===== config.mk =====
export PLATFORM = sky130hd
export DESIGN_NAME = pinmux_fabric
export DESIGN_NICKNAME = d
export VERILOG_FILES = /design/src/rtl/pm_fabric_pkg.sv /design/src/rtl/pm_pad_lane.sv /design/src/rtl/pm_in_gather.sv /design/src/rtl/pinmux_fabric.sv
export SDC_FILE = /design/constraint.sdc
export NUM_CORES = 1
export LEC_CHECK = 0
export BUFFER_PORTS_ARGS = -buffer_cell sky130_fd_sc_hd__buf_2
export CELL_PAD_IN_SITES_DETAIL_PLACEMENT = 1
export CELL_PAD_IN_SITES_GLOBAL_PLACEMENT = 1
export CORE_AREA = 5 5 42 44
export DETAILED_ROUTE_END_ITERATION = 10
export DIE_AREA = 0 0 47 49
export GPL_TIMING_DRIVEN = 1
export PLACE_DENSITY_LB_ADDON = 0.2
export SYNTH_ARGS = -nofsm -noshare
export SYNTH_HDL_FRONTEND = slang
export SYNTH_SLANG_ARGS = --single-unit

===== constraint.sdc =====
create_clock -name vclk -period 1.7
set_input_delay 0.34 -clock vclk [all_inputs]
set_output_delay 0.34 -clock vclk [all_outputs]
set_load 0.01 [all_outputs]

===== src/rtl/pm_fabric_pkg.sv =====
package pm_fabric_pkg;

    localparam int PM_PADS   = 4;
    localparam int PM_MAX_FN = 4;
    localparam int PM_OUT_FN = 2;
    localparam int PM_IN_FN  = 2;
    localparam int PM_BID_FN = 4;
    localparam int PM_IDX_W  = 3;

    typedef enum logic [1:0] {
        FN_NONE = 2'd0,
        FN_OUT  = 2'd1,
        FN_IN   = 2'd2,
        FN_BID  = 2'd3
    } fn_kind_e;

    typedef struct packed {
        fn_kind_e              kind;
        logic [PM_IDX_W-1:0]   idx;
    } fn_route_t;

    function automatic fn_route_t mk_route(input fn_kind_e k, input int i);
        fn_route_t r;
        r.kind = k;
        r.idx  = i[PM_IDX_W-1:0];
        return r;
    endfunction

    // Function map: (pad, select) -> function kind and index
    function automatic fn_route_t route_of(input int pad, input int sel);
        fn_route_t r;
        r = mk_route(FN_NONE, 0);
        case (pad)
            0: case (sel)
                   0: r = mk_route(FN_BID, 0);
                   1: r = mk_route(FN_OUT, 0);
                   2: r = mk_route(FN_IN,  0);
                   default: r = mk_route(FN_NONE, 0);
               endcase
            1: case (sel)
                   0: r = mk_route(FN_BID, 1);
                   1: r = mk_route(FN_IN,  0);
                   2: r = mk_route(FN_OUT, 1);
                   3: r = mk_route(FN_IN,  1);
                   default: r = mk_route(FN_NONE, 0);
               endcase
            2: case (sel)
                   0: r = mk_route(FN_BID, 2);
                   1: r = mk_route(FN_IN,  1);
                   default: r = mk_route(FN_NONE, 0);
               endcase
            3: case (sel)
                   0: r = mk_route(FN_BID, 3);
                   1: r = mk_route(FN_OUT, 0);
                   2: r = mk_route(FN_BID, 0);
                   default: r = mk_route(FN_NONE, 0);
               endcase
            default: r = mk_route(FN_NONE, 0);
        endcase
        return r;
    endfunction

    function automatic int fn_count(input int pad);
        int n;
        n = 0;
        for (int s = 0; s < PM_MAX_FN; s++)
            if (route_of(pad, s).kind != FN_NONE) n = s + 1;
        return n;
    endfunction

    function automatic int sel_w(input int pad);
        int n;
        n = fn_count(pad);
        return (n <= 2) ? 1 : $clog2(n);
    endfunction

    function automatic int sel_ofs(input int pad);
        int o;
        o = 0;
        for (int q = 0; q < pad; q++) o += sel_w(q);
        return o;
    endfunction

endpackage


===== src/rtl/pm_pad_lane.sv =====
module pm_pad_lane
    import pm_fabric_pkg::*;
#(
    parameter int PAD_IDX = 0,
    parameter int SEL_W   = 2,
    parameter int N_OUT   = PM_OUT_FN,
    parameter int N_IN    = PM_IN_FN,
    parameter int N_BID   = PM_BID_FN
) (
    input  logic [SEL_W-1:0] sel,
    input  logic [N_OUT-1:0] out_fn_d,
    input  logic [N_BID-1:0] bid_fn_d,
    input  logic [N_BID-1:0] bid_fn_oe,
    output logic             pad_o,
    output logic             pad_oe,
    output logic [N_IN-1:0]  hit_in,
    output logic [N_BID-1:0] hit_bid
);

    fn_route_t ent;

    always_comb begin
        ent     = route_of(PAD_IDX, int'(sel));
        pad_o   = 1'b0;
        pad_oe  = 1'b0;
        hit_in  = '0;
        hit_bid = '0;
        case (ent.kind)
            FN_OUT: begin
                pad_oe = 1'b1;
                for (int k = 0; k < N_OUT; k++)
                    if (int'(ent.idx) == k) pad_o = out_fn_d[k];
            end
            FN_IN: begin
                for (int k = 0; k < N_IN; k++)
                    if (int'(ent.idx) == k) hit_in[k] = 1'b1;
            end
            FN_BID: begin
                for (int k = 0; k < N_BID; k++)
                    if (int'(ent.idx) == k) begin
                        pad_o      = bid_fn_d[k];
                        pad_oe     = bid_fn_oe[k];
                        hit_bid[k] = 1'b1;
                    end
            end
            default: ;
        endcase
    end

endmodule


===== src/rtl/pm_in_gather.sv =====
module pm_in_gather #(
    parameter int N_PADS = 4,
    parameter int N_FN   = 2
) (
    input  logic [N_PADS-1:0][N_FN-1:0] hit,
    input  logic [N_PADS-1:0]           pad_i,
    output logic [N_FN-1:0]             q
);

    always_comb begin
        q = '0;
        for (int p = 0; p < N_PADS; p++)
            for (int f = 0; f < N_FN; f++)
                q[f] = q[f] | (hit[p][f] & pad_i[p]);
    end

endmodule


===== src/rtl/pinmux_fabric.sv =====
module pinmux_fabric
    import pm_fabric_pkg::*;
#(
    parameter int NUM_PADS = PM_PADS,
    parameter int NUM_OUT  = PM_OUT_FN,
    parameter int NUM_IN   = PM_IN_FN,
    parameter int NUM_BID  = PM_BID_FN
) (
    input  logic [sel_ofs(NUM_PADS)-1:0] pad_sel,
    input  logic [NUM_PADS-1:0]          pad_i,
    input  logic [NUM_OUT-1:0]           out_fn_d,
    input  logic [NUM_BID-1:0]           bid_fn_d,
    input  logic [NUM_BID-1:0]           bid_fn_oe,
    output logic [NUM_PADS-1:0]          pad_o,
    output logic [NUM_PADS-1:0]          pad_oe,
    output logic [NUM_IN-1:0]            in_fn_q,
    output logic [NUM_BID-1:0]           bid_fn_q
);

    logic [NUM_PADS-1:0][NUM_IN-1:0]  hit_in_m;
    logic [NUM_PADS-1:0][NUM_BID-1:0] hit_bid_m;

    for (genvar g = 0; g < NUM_PADS; g++) begin : g_lane
        localparam int OFS = sel_ofs(g);
        localparam int W   = sel_w(g);

        pm_pad_lane #(
            .PAD_IDX (g),
            .SEL_W   (W),
            .N_OUT   (NUM_OUT),
            .N_IN    (NUM_IN),
            .N_BID   (NUM_BID)
        ) i_lane (
            .sel       (pad_sel[OFS +: W]),
            .out_fn_d  (out_fn_d),
            .bid_fn_d  (bid_fn_d),
            .bid_fn_oe (bid_fn_oe),
            .pad_o     (pad_o[g]),
            .pad_oe    (pad_oe[g]),
            .hit_in    (hit_in_m[g]),
            .hit_bid   (hit_bid_m[g])
        );
    end

    pm_in_gather #(.N_PADS(NUM_PADS), .N_FN(NUM_IN)) i_gather_in (
        .hit   (hit_in_m),
        .pad_i (pad_i),
        .q     (in_fn_q)
    );

    pm_in_gather #(.N_PADS(NUM_PADS), .N_FN(NUM_BID)) i_gather_bid (
        .hit   (hit_bid_m),
        .pad_i (pad_i),
        .q     (bid_fn_q)
    );

endmodule


==> qor.txt, run 1 <==
Run status -> finished clean
Number of warnings issued by yosys -> 0
Fraction of synthesized cell area in xor and xnor cells -> 0
Mean Syn Cell Area -> 6.64 um^2
DRC violations left -> 0
Setup TNS Final -> 0 ns
Cells along the critical path -> buf_2 -> nor2b_1 -> o2bb2ai_1 -> buf_2
Count of placed standard cells in the final layout, fillers left out -> 76
RePlAce Congestion -> 0.658
FF+latch area -> 0 um^2
Peak fanout along the critical path -> 5
Met2 layer usage reported by global route -> 0.111
Most congested layer reported by global routing -> met2
Filler instances -> 197
Number of buffers added on ports -> 35
Cells after Synth -> 33
Number of primary I/O pins -> 35
Clock share of power -> 0
Combinational family with the most area after synthesis -> simple AND/OR/NAND/NOR gates
Overall die height -> 49 um
Critical path required time -> 1.36 ns
Peak supply drop -> 0.0502 mV
Number of rows created at floorplan -> 14
Fraction of final layout cells with drive strength greater than 1 -> 0.583
Total number of vias -> 331
Number of antenna-violating nets in the routed design -> 0
Met1 track demand over resource -> 0.0761
Peak Freq -> 799 MHz
Horizontal die dimension -> 47 um
All-Layer GR Usage -> 0.0618
Clock Buffer Count -> 0
Post-synthesis share of cell area spent on and, or, nand and nor gates -> 0.400
Sequential share of the synthesized area -> 0
Post-synth design cell area -> 219 um^2
Routed len/inst -> 10.6 um
Utilization of the core after routing -> 0.253
Max-slew headroom at the worst pin -> 0.908
Switching Fraction -> 0.481
Nets in the synthesized netlist -> 54
Worst min-delay path class -> primary input to output pin
Setup Viol. Count Final -> 0
Antenna Diode Count -> 0
Total iterations of the first detailed-routing run -> 1
Startpoint-to-endpoint class of the critical path -> primary input to output pin
Number of hold violations in the final report -> 0
Post-synthesis compound-gate area fraction -> 0.171
Unique cell type count in the Yosys netlist -> 11
Detailed placer's ending HPWL -> 752 um
Most numerous cell on the critical path -> sky130_fd_sc_hd__buf_2
Pint -> 45.1 uW
WL final -> 807 um
Global-route wire length before repair -> 1170 um
Met3 usage -> 0.0148
Largest net degree at the start of global routing -> 6
Unrepaired setup endpoints after global routing -> false
Share of the clock period used by the worst path after layout -> 0.736
Number of antenna violations at the first check in global routing -> 0
Via count of the first global-routing pass -> 315
Standby leakage power -> 0.000210 uW
Total buffers and inverters traversed by the critical path -> 2
Kind of end point of the critical path -> output pin
Detailed router's first-iteration violation count -> 0
Adder-Cell Fraction of Synth Area -> 0
Number of flip-flops and latches -> 0
Area growth syn-to-layout -> 61.7%
Std-Cell Core Area -> 1400 um^2
Kind of start point of the critical path -> primary input
Power share of the sequential group -> 0
Arrival time at the worst endpoint -> 0.91 ns
Critical Path Slowest Stage Cell -> sky130_fd_sc_hd__nor2b_1
Detailed-route vias per instance -> 4.36
Part of the power in combinational logic -> 1.000
Sw power -> 41.9 uW
Die Outline Area -> 2300 um^2
Maximum capacitance violations -> 0
Leftover overflow at the end of global routing -> 0
Cell Pwr Density -> 246 nW/um^2
Portion of netlist area occupied by mux cells -> 0.137
Time the worst path needs with I/O delays and setup -> 1.25 ns
CTS Hold Bufs -> 0
Number of nets at the end of the flow -> 83
Initial core utilization -> 0.156
Gate family responsible for the most delay along the worst path -> buffers and inverters
Tightest Pin Transition -> 0.134 ns
Post-cts repair resize count -> 0
Delay contributed by the slowest stage of the critical path -> 0.18 ns
Number of cells in the design after placement -> 76
Post-CTS setup buffer count -> 0
Total area of multi-input combinational cells -> 155 um^2
Final hold slack -> 0.958 ns
Slew Limit Fails -> 0
## per-layer routing
metal	vias to the layer above	wire, um	share of wire
met3	0	187	0.23
met4	0	0	0
met2	32	306	0.38
met5	-	0	0
met1	138	313	0.39
li1	161	-	-
## synth_stat cells
| cell | count | area share |
|---|---|---|
| sky130_fd_sc_hd__buf_4 | 8 | 0.27 |
| sky130_fd_sc_hd__o2bb2ai_1 | 2 | 0.080 |
| sky130_fd_sc_hd__nand3b_1 | 2 | 0.069 |
| sky130_fd_sc_hd__nor2b_1 | 4 | 0.11 |
| sky130_fd_sc_hd__o21ai_0 | 2 | 0.046 |
| sky130_fd_sc_hd__nor3b_1 | 2 | 0.069 |
| sky130_fd_sc_hd__inv_1 | 1 | 0.017 |
| sky130_fd_sc_hd__nor2_1 | 7 | 0.12 |
| sky130_fd_sc_hd__a32o_1 | 1 | 0.046 |
| sky130_fd_sc_hd__mux2i_1 | 3 | 0.14 |
| sky130_fd_sc_hd__nand2b_1 | 1 | 0.029 |
## final timing paths
check / cells after the start / end / from / slack (ns)
min: 3 / pad_o[0] / pad_sel[1] / 0.96
max: 4 / pad_oe[3] / pad_sel[6] / 0.45
## layout make-up
| cell class | count | share of cell area |
|---|---|---|
| inverters | 1 | 0.0106 |
| multi-input cells | 24 | 0.438 |
| well taps | 16 | 0.0565 |
| repair buffers | 35 | 0.495 |
## cell families (layout without fill, tap and decap cells)
family | count (synthesis) | in the layout
compound gates | 5 | 5
simple gates | 16 | 16
mux | 3 | 3
buf+inv | 9 | 36
## power groups by stage
stage | registers, uW | logic [uW] | clock network (uW)
finish | 0 | 87.0 | 0
global placement | 0 | 88.5 | 0
floorplan | 0 | 51.6 | 0
CTS | 0 | 89.2 | 0
detailed placement | 0 | 88.8 | 0
global route | 0 | 97.0 | 0
## layout by cell type, fill, tap and decap left out
cell type / instances
sky130_fd_sc_hd__o21ai_0: 2
sky130_fd_sc_hd__nand2b_1: 1
sky130_fd_sc_hd__buf_2: 35
sky130_fd_sc_hd__nand3b_1: 2
sky130_fd_sc_hd__inv_1: 1
sky130_fd_sc_hd__nor3b_1: 2
sky130_fd_sc_hd__o2bb2ai_1: 2
sky130_fd_sc_hd__nor2b_1: 4
sky130_fd_sc_hd__a32o_1: 1
sky130_fd_sc_hd__nor2_1: 7
sky130_fd_sc_hd__mux2i_1: 3
## through the flow
step           power [uW]  setup WS [ns]  cell area (um^2)
2_1_floorplan        51.6          0.612               219
3_3_place_gp         88.5          0.446               354
3_5_place_dp         88.8          0.446               354
4_1_cts              89.2          0.442               354
5_1_grt              97.0          0.386               354
6_report             87.0          0.449               354
(Power assumes the default switching activity.)
==> inputs of run 2 (changes only) <==
ABC_AREA = 1   (was not set)
CORE_AREA = not set   (was 5 5 42 44)
CORE_MARGIN = 5   (was not set)
CORE_UTILIZATION = 16   (was not set)
DIE_AREA = not set   (was 0 0 47 49)
clock period = 1.3 ns   (was 1.7 ns; I/O delays follow)
==> run 2 against run 1 <==
  * Sequential share of layout area is the same
  * Synthesized cell count grew 45%
  * Via count grew 14%
  * Wire length grew 5.8%
  * Combinational power grew 36%
==> qor.txt, run 2 <==
CTS Hold Bufs -> 0 (unchanged)
Largest area contributor in the netlist -> sky130_fd_sc_hd__buf_4 (unchanged)
FF+latch area -> 0 um^2 (unchanged)
DRC violations left -> 0 (unchanged)
Standby leakage power -> 0.000264 uW (was 0.000210 uW)
Maximum capacitance violations -> 0 (unchanged)
Clock Buffer Count -> 0 (unchanged)
Post-synth top area share -> 0.254 (was 0.274)
Unique cell type count in the Yosys netlist -> 9 (was 11)
Setup Viol. Count Final -> 0 (unchanged)
Most instantiated cells after synthesis -> sky130_fd_sc_hd__nand3_1 (11), sky130_fd_sc_hd__nand2_1 (10), sky130_fd_sc_hd__buf_4 (8) (was sky130_fd_sc_hd__buf_4 (8), sky130_fd_sc_hd__nor2_1 (7), sky130_fd_sc_hd__nor2b_1 (4))
Worst min-delay path class -> primary input to output pin (unchanged)
Total iterations of the first detailed-routing run -> 4 (was 1)
Routed len/inst -> 9.49 um (was 10.6 um)
Detailed placer's ending HPWL -> 828 um (was 752 um)
Number of hold violations in the final report -> 0 (unchanged)
Number of buffers added on ports -> 35 (unchanged)
Nets in the synthesized netlist -> 69 (was 54)
Detailed router's first-iteration violation count -> 3 (was 0)
Fraction of synthesized cell area in xor and xnor cells -> 0 (unchanged)
Number of rows created at floorplan -> 13 (was 14)
Standard cell area after detailed placement -> 370 um^2 (was 354 um^2)
Peak fanout along the critical path -> 4 (was 5)
Post-synthesis share of cell area spent on and, or, nand and nor gates -> 0.566 (was 0.400)
Mean Syn Cell Area -> 4.93 um^2 (was 6.64 um^2)
Count of placed standard cells in the final layout, fillers left out -> 90 (was 76)
Via count of the first global-routing pass -> 356 (was 315)
Final std cell area, no fill -> 370 um^2 (was 354 um^2)
Total number of vias -> 377 (was 331)
Die Outline Area -> 2350 um^2 (was 2300 um^2)
Critical path required time -> 1.04 ns (was 1.36 ns)
Fraction of final layout cells with drive strength greater than 1 -> 0.480 (was 0.583)
Portion of netlist area occupied by mux cells -> 0 (was 0.137)
Post-cts repair resize count -> 0 (unchanged)
Max-slew headroom at the worst pin -> 0.888 (was 0.908)
Share of the clock period used by the worst path after layout -> 0.795
Global-route wire length before repair -> 1350 um (was 1170 um)
Std-Cell Core Area -> 1350 um^2 (was 1400 um^2)
Slew Limit Fails -> 0 (unchanged)
Detailed-route vias per instance -> 4.19 (was 4.36)
Start point of the worst hold path -> pad_sel[4] (was pad_sel[1])
All-Layer GR Usage -> 0.0632 (was 0.0618)
RePlAce Congestion -> 0.645 (was 0.658)
Peak supply drop -> 0.0801 mV (was 0.0502 mV)
Number of flip-flops and latches -> 0 (unchanged)
Number of antenna violations at the first check in global routing -> 0 (unchanged)
Combinational family with the most area after synthesis -> simple AND/OR/NAND/NOR gates (unchanged)
Peak Freq -> 967 MHz
Initial core utilization -> 0.175 (was 0.156)
Post-CTS setup buffer count -> 0 (unchanged)
Hold endpoint -> pad_o[2] (was pad_o[0])
Largest net degree at the start of global routing -> 6 (unchanged)
Leftover overflow at the end of global routing -> 0 (unchanged)
Arrival time at the worst endpoint -> 0.77 ns (was 0.91 ns)
Sequential share of the synthesized area -> 0 (unchanged)
WL final -> 854 um (was 807 um)
Time the worst path needs with I/O delays and setup -> 1.03 ns
Adder-Cell Fraction of Synth Area -> 0 (unchanged)
Leading cell type by number of instances after synthesis -> sky130_fd_sc_hd__nand3_1 (was sky130_fd_sc_hd__buf_4)
Horizontal die dimension -> 48.4 um (was 47 um)
Kind of end point of the critical path -> output pin (unchanged)
Cells after Synth -> 48 (was 33)
WHS Path Cells -> 3 (unchanged)
Setup TNS Final -> 0 ns (unchanged)
Number of nets at the end of the flow -> 98 (was 83)
Post-synth design cell area -> 236 um^2 (was 219 um^2)
Kind of start point of the critical path -> primary input (unchanged)
Startpoint-to-endpoint class of the critical path -> primary input to output pin (unchanged)
Post-synthesis compound-gate area fraction -> 0.0529 (was 0.171)
Tightest Pin Transition -> 0.166 ns (was 0.134 ns)
Unrepaired setup endpoints after global routing -> false (unchanged)
Most common library cell in the layout ignoring fill and taps -> sky130_fd_sc_hd__buf_2 (unchanged)
Number of cells in the design after placement -> 90 (was 76)
Overall die height -> 48.4 um (was 49 um)
Synth top area cells -> sky130_fd_sc_hd__buf_4 (25%), sky130_fd_sc_hd__nand3_1 (23%), sky130_fd_sc_hd__nand2_1 (16%) (was sky130_fd_sc_hd__buf_4 (27%), sky130_fd_sc_hd__mux2i_1 (14%), sky130_fd_sc_hd__nor2_1 (12%))
Area growth syn-to-layout -> 56.6% (was 61.7%)
Antenna Diode Count -> 0 (unchanged)
Number of primary I/O pins -> 35 (unchanged)
Number of warnings issued by yosys -> 0 (unchanged)
Number of antenna-violating nets in the routed design -> 0 (unchanged)
Run status -> finished clean (unchanged)
Commonest non-fill, non-tap cells in the layout -> sky130_fd_sc_hd__buf_2 (35), sky130_fd_sc_hd__nand3_1 (11), sky130_fd_sc_hd__nand2_1 (10) (was sky130_fd_sc_hd__buf_2 (35), sky130_fd_sc_hd__nor2_1 (7), sky130_fd_sc_hd__nor2b_1 (4))
Cell Pwr Density -> 317 nW/um^2 (was 246 nW/um^2)
## run 2: changes by cell type after synthesis, moves of 2 or more
cell	change
sky130_fd_sc_hd__inv_1	+6
sky130_fd_sc_hd__mux2i_1	-3
sky130_fd_sc_hd__nand2_1	+10
sky130_fd_sc_hd__nand3_1	+11
sky130_fd_sc_hd__nand3b_1	-2
sky130_fd_sc_hd__nor2b_1	-4
sky130_fd_sc_hd__o2bb2ai_1	-2
## run 2: layout make-up
type	instances	area, um^2
Multi-Input combinational cell	32	146
Timing Repair Buffer	35	175
Tap cell	15	18.8
Inverter	8	30.0
Fill cell	198	980
## run 2: how the worst max path moves through the flow
stage               startpoint           to  slack, ns  cells past startpoint
floorplan           pad_sel[5]     pad_o[3]       0.45                      4
CTS                 pad_sel[1]     pad_o[0]       0.24                      5
detailed placement  pad_sel[1]     pad_o[0]       0.24                      5
finish              pad_sel[1]  bid_fn_q[0]       0.27                      5
global placement    pad_sel[1]  bid_fn_q[0]       0.26                      5
global route        pad_sel[1]     pad_o[0]       0.17                      5
## run 2: metrics by stage
step | utilization | setup slack [ns] | hold slack [ns] | power [uW]
2_1_floorplan | - | 0.455 | 0.568 | 70.7
3_3_place_gp | 0.274 | 0.260 | 0.801 | 120
3_5_place_dp | 0.274 | 0.245 | 0.800 | 121
4_1_cts | 0.274 | 0.244 | 0.800 | 122
5_1_grt | 0.274 | 0.173 | 0.818 | 133
6_report | 0.274 | 0.266 | 0.797 | 118
## run 2: metal layers
metal | routed length [um] | vias up | GRT usage
met5 | 0 | - | 0
met4 | 0 | 0 | 0
met3 | 100 | 0 | 0.0153
met2 | 435 | 22 | 0.137
met1 | 318 | 158 | 0.0598
li1 | - | 197 | -
## run 2: worst max-delay path, stage by stage
cell                      delay (ns)
sky130_fd_sc_hd__buf_2          0.12
sky130_fd_sc_hd__nor2_1         0.15
sky130_fd_sc_hd__nand2_1        0.07
sky130_fd_sc_hd__nand2_1        0.06
sky130_fd_sc_hd__buf_2          0.12
## run 2: cells by family after synthesis
logic type / count (synthesis)
AND/OR/NAND/NOR: 30
buffers and inverters: 16
AO/OA/AOI/OAI: 2
## run 2: power breakdown
part | leakage (uW) | switching, uW | internal (uW)
Combinational | 0.000264 | 61.5 | 56.1
Clock | 0 | 0 | 0
Sequential | 0 | 0 | 0
Total | 0.000264 | 61.5 | 56.1
==> inputs of run 3 (changes only) <==
ABC_AREA = 0   (was 1)
CORE_AREA = 5 5 42 44   (was not set)
CORE_MARGIN = not set   (was 5)
CORE_UTILIZATION = not set   (was 16)
DIE_AREA = 0 0 47 49   (was not set)
clock period = 1 ns   (was 1.3 ns; I/O delays follow)
==> run 3 against run 2 <==
  * Setup slack worse by 0.21 ns
  * Clock-buffer cell count stayed put
  * Utilization is 1.8 points lower
  * Sequential share of layout area stayed put
  * Combinational power is 30% higher
  * Final cell count is 16% lower
  * Worst hold slack worse by 0.12 ns
  * Critical path depth is 1 lower
  * Global-route usage is 0.42 points higher
  * Total power is 30% higher
  * Via count is 14% lower
  * Largest power group unchanged
==> qor.txt, run 3 (synthesis results as in run 1) <==
RePlAce Congestion -> 0.659 (was 0.645)
Kind of end point of the critical path -> output pin (unchanged)
Leftover overflow at the end of global routing -> 0 (unchanged)
FF+latch area -> 0 um^2 (unchanged)
Standard cell area after detailed placement -> 354 um^2 (was 370 um^2)
Share of the clock period used by the worst path after layout -> 0.942
Final std cell area, no fill -> 359 um^2 (was 370 um^2)
Run status -> finished clean (unchanged)
Number of hold violations in the final report -> 0 (unchanged)
Time the worst path needs with I/O delays and setup -> 0.942 ns
Global-route wire length before repair -> 1300 um (was 1350 um)
Wire length on met3 -> 188 um (was 100 um)
Number of primary I/O pins -> 35 (unchanged)
Largest net degree at the start of global routing -> 6 (unchanged)
Via count of the first global-routing pass -> 342 (was 356)
Critical path required time -> 0.80 ns (was 1.04 ns)
Unrepaired setup endpoints after global routing -> false (unchanged)
Startpoint-to-endpoint class of the critical path -> primary input to output pin (unchanged)
Area growth syn-to-layout -> 64.0% (was 56.6%)
Standby leakage power -> 0.000212 uW (was 0.000264 uW)
Slew Limit Fails -> 0 (unchanged)
DRC violations left -> 0 (unchanged)
Most common library cell in the layout ignoring fill and taps -> sky130_fd_sc_hd__buf_2 (unchanged)
WL final -> 850 um (was 854 um)
Peak supply drop -> 0.0922 mV (was 0.0801 mV)
Total power -> 153 uW (was 118 uW)
Switching Fraction -> 0.482 (was 0.523)
Number of antenna violations at the first check in global routing -> 0 (unchanged)
Number of buffers added on ports -> 35 (unchanged)
Routed metal-1 wire length -> 333 um (was 318 um)
Horizontal die dimension -> 47 um (was 48.4 um)
Detailed-route vias per instance -> 4.26 (was 4.19)
Peak Freq -> 1060 MHz
Setup Viol. Count Final -> 0 (unchanged)
CTS Hold Bufs -> 0 (unchanged)
Cells along the critical path -> buf_2 -> nand2b_1 -> o21ai_1 -> buf_2 (was buf_2 -> nor2_1 -> nand2_1 -> nand2_1 -> buf_2)
Antenna Diode Count -> 0 (unchanged)
Met2 WL -> 328 um (was 435 um)
Maximum capacitance violations -> 0 (unchanged)
Critical Path Slowest Stage Cell -> sky130_fd_sc_hd__nand2b_1 (was sky130_fd_sc_hd__nor2_1)
Detailed placer's ending HPWL -> 777 um (was 828 um)
Delay contributed by the slowest stage of the critical path -> 0.15 ns (about the same)
Commonest non-fill, non-tap cells in the layout -> sky130_fd_sc_hd__buf_2 (34), sky130_fd_sc_hd__nor2_1 (7), sky130_fd_sc_hd__mux2i_1 (3), sky130_fd_sc_hd__nor2b_1 (3) (was sky130_fd_sc_hd__buf_2 (35), sky130_fd_sc_hd__nand3_1 (11), sky130_fd_sc_hd__nand2_1 (10))
Total iterations of the first detailed-routing run -> 3 (was 4)
Die Outline Area -> 2300 um^2 (was 2350 um^2)
Clock Buffer Count -> 0 (unchanged)
Part of the power in combinational logic -> 1.000 (about the same)
Initial core utilization -> 0.156 (was 0.175)
All-Layer GR Usage -> 0.0674 (was 0.0632)
Routed len/inst -> 11.2 um (was 9.49 um)
Cell Pwr Density -> 425 nW/um^2 (was 317 nW/um^2)
Overall die height -> 49 um (was 48.4 um)
Setup TNS Final -> 0 ns (unchanged)
Std-Cell Core Area -> 1400 um^2 (was 1350 um^2)
Number of nets at the end of the flow -> 83 (was 98)
Sw power -> 73.6 uW (was 61.5 uW)
Power share of the sequential group -> 0 (about the same)
Number of flip-flops and latches -> 0 (unchanged)
Highest metal layer used by the detailed router -> met3 (unchanged)
Worst min-delay path class -> primary input to output pin (unchanged)
Most numerous cell on the critical path -> sky130_fd_sc_hd__buf_2
Detailed router's first-iteration violation count -> 1 (was 3)
Clock share of power -> 0 (about the same)
Fraction of final layout cells with drive strength greater than 1 -> 0.600 (was 0.480)
Pint -> 79.0 uW (was 56.1 uW)
Number of antenna-violating nets in the routed design -> 0 (unchanged)
Max-slew headroom at the worst pin -> 0.912 (was 0.888)
Tightest Pin Transition -> 0.129 ns (was 0.166 ns)
WHS Path Cells -> 3 (unchanged)
Number of rows created at floorplan -> 14 (was 13)
Total number of vias -> 324 (was 377)
Arrival time at the worst endpoint -> 0.74 ns (was 0.77 ns)
Kind of start point of the critical path -> primary input (unchanged)
Peak fanout along the critical path -> 3 (was 4)
[run 3: changes by cell type in the layout (fill, tap and decap cells not counted), moves of 3 or more]
cell,change
sky130_fd_sc_hd__nand2_1,-10
sky130_fd_sc_hd__inv_1,-6
sky130_fd_sc_hd__mux2i_1,+3
sky130_fd_sc_hd__nand3_1,-11
sky130_fd_sc_hd__nor2b_1,+3
[run 3: layout make-up]
type | count | area [um^2]
fill | 197 | 1040
inverter | 1 | 3.75
multi-input combinational | 24 | 158
tap | 16 | 20.0
timing repair buffer | 35 | 178
[run 3: worst max-delay path: cells and delay by family]
| family | cells | cell delay, ns |
|---|---|---|
| AO/OA/AOI/OAI | 1 | 0.13 |
| buffers and inverters | 2 | 0.27 |
| AND/OR/NAND/NOR | 1 | 0.15 |
[run 3: power groups by stage]
stage          Combinational [uW]  Sequential, uW  Clock [uW]
6_report                      153               0           0
5_1_grt                       171               0           0
4_1_cts                       153               0           0
3_5_place_dp                  152               0           0
3_3_place_gp                  150               0           0
2_1_floorplan                87.8               0           0
[run 3: stage by stage]
| step | worst slack [ns] | utilization | cells | hold WS (ns) |
|---|---|---|---|---|
| after floorplan | 0.192 | - | 33 | 0.446 |
| final | 0.0583 | 0.256 | 76 | 0.681 |
| after CTS | 0.0116 | 0.253 | 76 | 0.684 |
| after global placement | 0.0262 | 0.253 | 76 | 0.686 |
| after global routing | 0.00781 | 0.256 | 76 | 0.709 |
| after detailed placement | 0.0223 | 0.253 | 76 | 0.684 |
[run 3: timing repair]
item / in CTS / in global routing
setup endpoints to repair: 0 / 4
resized for setup: 0 / 4
setup buffers: 0 / 0
[run 3: metal layers]
layer / GRT usage / vias to the layer above
li1: - / 160
met1: 0.0913 / 132
met2: 0.115 / 32
met3: 0.0111 / 0
met4: 0 / 0
met5: 0 / -
[run 3: final timing paths]
check / endpoint / start / slack (ns)
setup / recovery: bid_fn_q[0] / pad_sel[0] / 0.06
hold / removal: pad_oe[2] / pad_sel[4] / 0.68
